==> config.mk <==
export PLATFORM = sky130hd
export DESIGN_NAME = spi_table_sclk_div
export DESIGN_NICKNAME = d
export VERILOG_FILES = /design/src/rtl/spi_sclk_pkg.sv /design/src/rtl/spi_rate_lut.sv /design/src/rtl/spi_sclk_phase.sv /design/src/rtl/spi_table_sclk_div.sv
export SDC_FILE = /design/constraint.sdc
export NUM_CORES = 1
export LEC_CHECK = 0
export BUFFER_PORTS_ARGS = -buffer_cell sky130_fd_sc_hd__buf_2
export CORE_ASPECT_RATIO = 0.5
export CORE_MARGIN = 2
export CORE_UTILIZATION = 55
export DETAILED_ROUTE_END_ITERATION = 16
export PLACE_DENSITY_LB_ADDON = 0.05
export SLEW_MARGIN = 20
export SYNTH_ARGS = -nofsm -noshare
export SYNTH_HDL_FRONTEND = slang
export SYNTH_SLANG_ARGS = --single-unit
==> constraint.sdc <==
create_clock -name clk -period 3.6 [get_ports clk]
set_input_delay 0.72 -clock clk [delete_from_list [all_inputs] [get_ports clk]]
set_output_delay 0.72 -clock clk [all_outputs]
set_load 0.01 [all_outputs]
==> src/rtl/spi_sclk_pkg.sv <==
package spi_sclk_pkg;

  // Divisor for a table position; 0 marks the reserved entry.
  function automatic int unsigned rate_divisor(input int unsigned idx);
    if (idx == 0)
      return 0;
    else if (idx[0])
      return 32'd3 << ((idx - 1) / 2);
    else
      return 32'd1 << (idx / 2 + 1);
  endfunction

  function automatic int unsigned div_width(input int unsigned max_idx);
    return $clog2(rate_divisor(max_idx) + 1);
  endfunction

endpackage

==> src/rtl/spi_rate_lut.sv <==
module spi_rate_lut
  import spi_sclk_pkg::*;
#(
  parameter int unsigned MAX_IDX = 18,
  parameter int unsigned IDX_W   = 5,
  parameter int unsigned DIV_W   = 11
) (
  input  logic [IDX_W-1:0] rate_idx,
  input  logic             div3_en,
  output logic [DIV_W-1:0] div_o,
  output logic             valid_o
);

  localparam logic [IDX_W-1:0] TOP_IDX = IDX_W'(MAX_IDX);

  logic [DIV_W-1:0] tbl [0:MAX_IDX];
  logic [IDX_W-1:0] idx_clamped;
  logic [IDX_W-1:0] idx_eff;

  for (genvar g = 0; g <= MAX_IDX; g++) begin : g_tbl
    assign tbl[g] = DIV_W'(rate_divisor(g));
  end

  always_comb begin
    idx_clamped = (rate_idx > TOP_IDX) ? TOP_IDX : rate_idx;
    idx_eff     = idx_clamped;
    if (idx_clamped == IDX_W'(1) && !div3_en)
      idx_eff = IDX_W'(2);
  end

  assign div_o   = tbl[idx_eff];
  assign valid_o = (idx_eff != '0);

endmodule

==> src/rtl/spi_sclk_phase.sv <==
module spi_sclk_phase #(
  parameter int unsigned DIV_W = 11
) (
  input  logic             clk,
  input  logic             rst_n,
  input  logic             en,
  input  logic [DIV_W-1:0] div_i,
  input  logic             div_ok_i,
  output logic             act_o,
  output logic             lead_o,
  output logic             trail_o
);

  logic             run_q, run_d;
  logic [DIV_W-1:0] cnt_q, cnt_d;
  logic [DIV_W-1:0] div_q, div_d;
  logic             act_q, act_d;
  logic             lead_q, lead_d;
  logic             trail_q, trail_d;

  logic [DIV_W-1:0] half;
  logic [DIV_W-1:0] cnt_nxt;
  logic             at_boundary;

  assign half        = div_q >> 1;
  assign cnt_nxt     = cnt_q + DIV_W'(1);
  assign at_boundary = !run_q || (cnt_nxt == div_q);

  always_comb begin
    run_d   = run_q;
    cnt_d   = cnt_q;
    div_d   = div_q;
    act_d   = act_q;
    lead_d  = 1'b0;
    trail_d = 1'b0;
    if (!en) begin
      run_d = 1'b0;
      cnt_d = '0;
      act_d = 1'b0;
    end else if (at_boundary) begin
      cnt_d = '0;
      if (div_ok_i) begin
        run_d  = 1'b1;
        div_d  = div_i;
        act_d  = 1'b1;
        lead_d = 1'b1;
      end else begin
        run_d = 1'b0;
        act_d = 1'b0;
      end
    end else begin
      cnt_d   = cnt_nxt;
      act_d   = (cnt_nxt < half);
      trail_d = (cnt_nxt == half);
    end
  end

  always_ff @(posedge clk or negedge rst_n) begin
    if (!rst_n) begin
      run_q   <= 1'b0;
      cnt_q   <= '0;
      div_q   <= '0;
      act_q   <= 1'b0;
      lead_q  <= 1'b0;
      trail_q <= 1'b0;
    end else begin
      run_q   <= run_d;
      cnt_q   <= cnt_d;
      div_q   <= div_d;
      act_q   <= act_d;
      lead_q  <= lead_d;
      trail_q <= trail_d;
    end
  end

  assign act_o   = act_q;
  assign lead_o  = lead_q;
  assign trail_o = trail_q;

endmodule

==> src/rtl/spi_table_sclk_div.sv <==
module spi_table_sclk_div
  import spi_sclk_pkg::*;
#(
  parameter int unsigned MAX_IDX = 18,
  parameter int unsigned IDX_W   = 5
) (
  input  logic             clk,
  input  logic             rst_n,
  input  logic             en,
  input  logic [IDX_W-1:0] rate_idx,
  input  logic             div3_en,
  input  logic             cpol,
  output logic             sclk,
  output logic             lead_stb,
  output logic             trail_stb
);

  localparam int unsigned DIV_W = div_width(MAX_IDX);

  logic [DIV_W-1:0] sel_div;
  logic             sel_ok;
  logic             active;

  spi_rate_lut #(
    .MAX_IDX (MAX_IDX),
    .IDX_W   (IDX_W),
    .DIV_W   (DIV_W)
  ) u_lut (
    .rate_idx (rate_idx),
    .div3_en  (div3_en),
    .div_o    (sel_div),
    .valid_o  (sel_ok)
  );

  spi_sclk_phase #(
    .DIV_W (DIV_W)
  ) u_phase (
    .clk      (clk),
    .rst_n    (rst_n),
    .en       (en),
    .div_i    (sel_div),
    .div_ok_i (sel_ok),
    .act_o    (active),
    .lead_o   (lead_stb),
    .trail_o  (trail_stb)
  );

  assign sclk = active ^ cpol;

endmodule

==> results of run 1 <==
metrics by stage:
step | util [%] | std cells | power, mW | instance area, sq um
finish | 64.2 | 232 | 0.775 | 1980
detailed placement | 61.9 | 228 | 0.535 | 1910
global route | 64.2 | 232 | 0.819 | 1980
global placement | 61.9 | 228 | 0.535 | 1910
CTS | 64.2 | 232 | 0.779 | 1980
floorplan | - | 184 | 0.481 | 1830
how the worst min path moves through the flow:
| stage | startpoint | endpoint | cells past startpoint |
|---|---|---|---|
| floorplan | rst_n | u_phase.act_o | 0 |
| global placement | u_phase.div_q[2] | u_phase.div_q[2] | 1 |
| detailed placement | u_phase.div_q[0] | u_phase.div_q[0] | 2 |
| CTS | rst_n | u_phase.cnt_q[7] | 1 |
| global route | rst_n | u_phase.cnt_q[10] | 1 |
| finish | rst_n | u_phase.cnt_q[7] | 1 |
final cells by class:
cell class / instances / area, sq um
fillers: 263 / 1100
flip-flops and latches: 26 / 651
clock inverters: 1 / 30.0
inverters: 11 / 41.3
multi-input cells: 138 / 1100
clock buffers: 3 / 41.3
well taps: 40 / 50.0
repair buffers: 13 / 67.6
layer usage:
metal  track usage, %  wire length (um)
met1             37.3              2140
met2             36.6              1650
met3             5.48               367
met4             1.90                26
met5                0                 0
cell families after synthesis:
family                   synth area share [%]
flip-flops                               35.5
XOR/XNOR                                 12.0
AND/OR/NAND/NOR                          23.3
buffers and inverters                    4.71
AO/OA/AOI/OAI                            13.1
multiplexers                             3.96
adder cells (fa/ha/maj)                  7.50
cell usage after synthesis (4+ instances only):
master / number / area (sq um)
dfrtp_1: 26 / 651
and3_1: 15 / 93.8
nand2_1: 13 / 48.8
ha_1: 11 / 138
inv_1: 11 / 41.3
xnor2_1: 11 / 96.3
nor2_1: 8 / 30.0
nand3_1: 7 / 35.0
xor2_1: 7 / 61.3
clkbuf_1: 5 / 18.8
mux2i_1: 5 / 50.1
o21ai_0: 5 / 25.0
nand4_1: 4 / 25.0
o21a_1: 4 / 30.0
where the power goes:
group / switching [mW] / leakage (nW) / internal (mW)
registers: 0.0202 / 0.351 / 0.315
logic: 0.110 / 0.569 / 0.0881
clock network: 0.0932 / 0.0357 / 0.149
state kept, by name, summed over array words and instances, names as in the netlist:
register / count
u_phase.cnt_q: 11
u_phase.div_q: 11
u_phase.act_o: 1
u_phase.lead_o: 1
u_phase.run_q: 1
u_phase.trail_o: 1
critical path: stages, from the launching register on:
cell       delay (ns)
dfrtp_1          0.46
ha_1             0.31
xor3_1           0.40
a2111oi_2        0.29
o311a_1          0.23
o211ai_1         0.09
o41a_1           0.70
nor2_8           0.32
mux2_1           0.35
==> flow_summary.ini, run 1 <==
[power]
p_leak_nw = 0.956
ir_worst_vdd_uv = 247
cellPowerDensity_nw_per_um2 = 392

[floorplanning]
core-area_sq_um = 3080
ios = 13
start_util_pct = 59.5
die_area_sq_um = 3840
die_height_um = 44.8
die_w_um = 85.7
rows = 14

[setup_path]
crit_end = u_phase.div_q[1]
critPathArrivalTime_ns = 3.42
r2r-end = u_phase.div_q[1]
path_class = register to register
reg2reg_slack_ns = 0.34
cp-startpoint = u_phase.cnt_q[0]
cp.required_ns = 3.76
reg2reg_from = u_phase.cnt_q[0]
end_kind = register
path_max_fanout = 20
worst_r2r_path_depth = 8
start_kind = register

[timing]
rsz0062_at_grt = false
final-hold-violation-count = 0
relSlewSlack_pct = 43.8
finalSetupTns_ns = 0
fmax_mhz = 306
skew_ns = 0.00367
post-route-period-util_pct = 90.6
period_needed_ns = 3.26
worstMarginPinSlew_ns = 0.842
setup_viol = 0
whs_ns = 0.424
slew_viol_final = 0
layout_setup_ws_ns = 0.337

[route]
vias = 1421
postRouteAntennaNets = 0
drc = 0
totalWireLength_um = 4180
dr.first_iter.drc_count = 94
first_pass_iters = 4
viasPerCell = 6.13
avgRoutedWirePerCell_um = 18.0

[cts]
clk_latency_ns = 0.27
clockRootBuffer = clkbuf_8
cts_buffer_depth = 2
cts_made_buffers = 3
ctsHoldBuffers = 0
cts.sinks = 26
cts_tree = done
htreeDepth = 1
path_clk_slew_ns = 0.09
post-cts-setup-buffers = 0
cts_resized = 0

[place]
dp_hpwl_um = 3180
pre_cts_slack_ns = 0.358
port_buffers = 12
gp_congestion = 0.929

[worst_hold_path]
worst_hold_path_type = input pin to asynchronous set/reset pin

[yosys]
ys_ff_latch = 26
ys.flop_type = dfrtp_1
syn_avg_cell_area_sq_um = 9.97
synthCells = 184
synth_edf_count = 0
synth_cell_type_count = 52
syn-cell-area_sq_um = 1830
seq_area_frac_synth_pct = 35.5
synthArstFlopShare_pct = 100
syn_nets = 205
yosysWarnings = 0

[global_route]
grt_pass1_vias = 1350
grt_antenna_before_repair = 0
grt_pass1_wl_um = 7010
grt_max_degree = 27
grt_usage_pct = 24.2
grt_overflow = 0

[cells_and_area]
nNetsFinal = 214
layout_common_cells = dfrtp_1 (26), and3_1 (15), nand2_1 (13)
final_common_cell = dfrtp_1
drive_gt1_share_pct = 13.0
antennaDiodeCount = 0
areaGrowthSynthToFinish_pct = 7.84

[outcome]
outcome = complete, no violations

[job]
max-cap-violations = 0
Note: power is estimated with default switching activity, not from simulation.
==> run 2, diff against run 1 <==
REMOVE_ABC_BUFFERS = 1   (was default)
clock period = 3.9 ns   (was 3.6 ns; I/O delays follow)
==> flow_summary.ini, run 2 (synthesis results as in run 1) <==
[cts]
cts_tree = done
post-cts-setup-buffers = 0
cts_buffer_depth = 2
clockRootBuffer = clkbuf_8
cts_resized = 0
cts.sinks = 26
clk_latency_ns = 0.27
path_clk_slew_ns = 0.09
htreeDepth = 1
cts_made_buffers = 3
ctsHoldBuffers = 0

[setup_path]
path_class = register to register
critPathArrivalTime_ns = 3.39
end_kind = register
worst_r2r_path_depth = 8
cpMaxStageDelayCell = o41a_1
crit_end = u_phase.div_q[1]
path_cells = ha_1 > xor3_1 > a2111oi_2 > o311a_1 > o211ai_1 > o41a_1 > nor2_8 > mux2_1
start_kind = register
cp_num_buf_inv = 0
r2r-end = u_phase.div_q[1]
path_max_fanout = 20
cp-startpoint = u_phase.cnt_q[0]
critPathTopFamily = compound AO/OA/AOI/OAI gates
cp.required_ns = 4.06
crit_cells = 8
slowest_delay_ns = 0.71
reg2reg_slack_ns = 0.67
reg2reg_from = u_phase.cnt_q[0]

[floorplanning]
die_area_sq_um = 3840
ios = 13
die_height_um = 44.8
core-area_sq_um = 3080
rows = 14
die_w_um = 85.7
start_util_pct = 59.5

[global_route]
grt_overflow = 0
grt_usage_pct = 22.7
grt_antenna_before_repair = 0
grt_pass1_vias = 1274
grt_max_degree = 27
grt_pass1_wl_um = 6530

[timing]
fmax_mhz = 310
slew_viol_final = 0
finalSetupTns_ns = 0
rsz0062_at_grt = false
worstMarginPinSlew_ns = 0.865
post-route-period-util_pct = 82.7
final-hold-violation-count = 0
skew_ns = 0.00236
relSlewSlack_pct = 42.3
period_needed_ns = 3.23
setup_viol = 0
whs_ns = 0.496

[cells_and_area]
layout_common_cells = dfrtp_1 (26), and3_1 (15), nand2_1 (13)
top_regs = u_phase.cnt_q (11), u_phase.div_q (11)
antennaDiodeCount = 0
areaGrowthSynthToFinish_pct = 7.84
nNetsFinal = 214
final_common_cell = dfrtp_1
stdcell_count = 232
drive_gt1_share_pct = 13.0
fin_area_sq_um = 1980

[route]
postRouteAntennaNets = 0
drc = 0
vias = 1391
totalWireLength_um = 3910
dr.first_iter.drc_count = 73
avgRoutedWirePerCell_um = 16.8
viasPerCell = 6.00
first_pass_iters = 4

[power]
cellPowerDensity_nw_per_um2 = 359
ir_worst_vdd_uv = 176
p_leak_nw = 0.956

[outcome]
outcome = complete, no violations

[place]
dp_hpwl_um = 3060
place_area_sq_um = 1910
port_buffers = 12
gp_congestion = 0.925
dp.cells = 228

[worst_hold_path]
worst_hold_path_type = input pin to asynchronous set/reset pin

[job]
max-cap-violations = 0
run 2: cell counts in the layout (fill, tap and decap cells not counted):
No cell type changed its count.
run 2: worst register-to-register path, cell delays in order, from the launching register on:
cell and delay [ns]:
dfrtp_1 0.47, ha_1 0.30, xor3_1 0.38, a2111oi_2 0.29, o311a_1 0.21, o211ai_1 0.08
o41a_1 0.71, nor2_8 0.33, mux2_1 0.34
run 2: report_power, final:
part           switching, mW  internal (mW)  total, mW
combinational         0.0962         0.0808      0.177
sequential            0.0188          0.291      0.310
clock                 0.0857          0.137      0.223
run 2: how the worst min path moves through the flow:
stage / from / depth (start not counted) / to / slack (ns)
3_3_place_gp: u_phase.div_q[2] / 1 / u_phase.div_q[2] / 0.54
3_5_place_dp: u_phase.div_q[2] / 1 / u_phase.div_q[2] / 0.54
4_1_cts: rst_n / 1 / u_phase.lead_o / 0.51
6_report: rst_n / 1 / u_phase.lead_o / 0.50
5_1_grt: rst_n / 1 / u_phase.lead_o / 0.53
2_1_floorplan: rst_n / 0 / u_phase.act_o / 0.48
run 2: area by class of cell:
class | instances | area, sq um
sequential | 26 | 651
tap | 40 | 50.0
timing repair buffer | 13 | 67.6
multi-input combinational | 138 | 1100
inverter | 11 | 41.3
fill | 260 | 1100
clock inverter | 1 | 30.0
clock buffer | 3 | 41.3
run 2: per-layer routing:
| layer | GRT usage [%] | routed length [um] | vias up |
|---|---|---|---|
| met5 | 0 | 0 | - |
| met4 | 2.86 | 8 | 0 |
| met3 | 5.67 | 214 | 2 |
| met2 | 32.3 | 1550 | 36 |
| met1 | 35.5 | 2140 | 667 |
| li1 | - | - | 686 |
run 2: stage by stage:
step / util [%] / total power, mW / setup slack, ns
floorplan: - / 0.437 / 0.983
global placement: 61.9 / 0.490 / 0.762
detailed placement: 61.9 / 0.491 / 0.692
CTS: 64.2 / 0.716 / 0.669
global route: 64.2 / 0.751 / 0.473
finish: 64.2 / 0.710 / 0.673
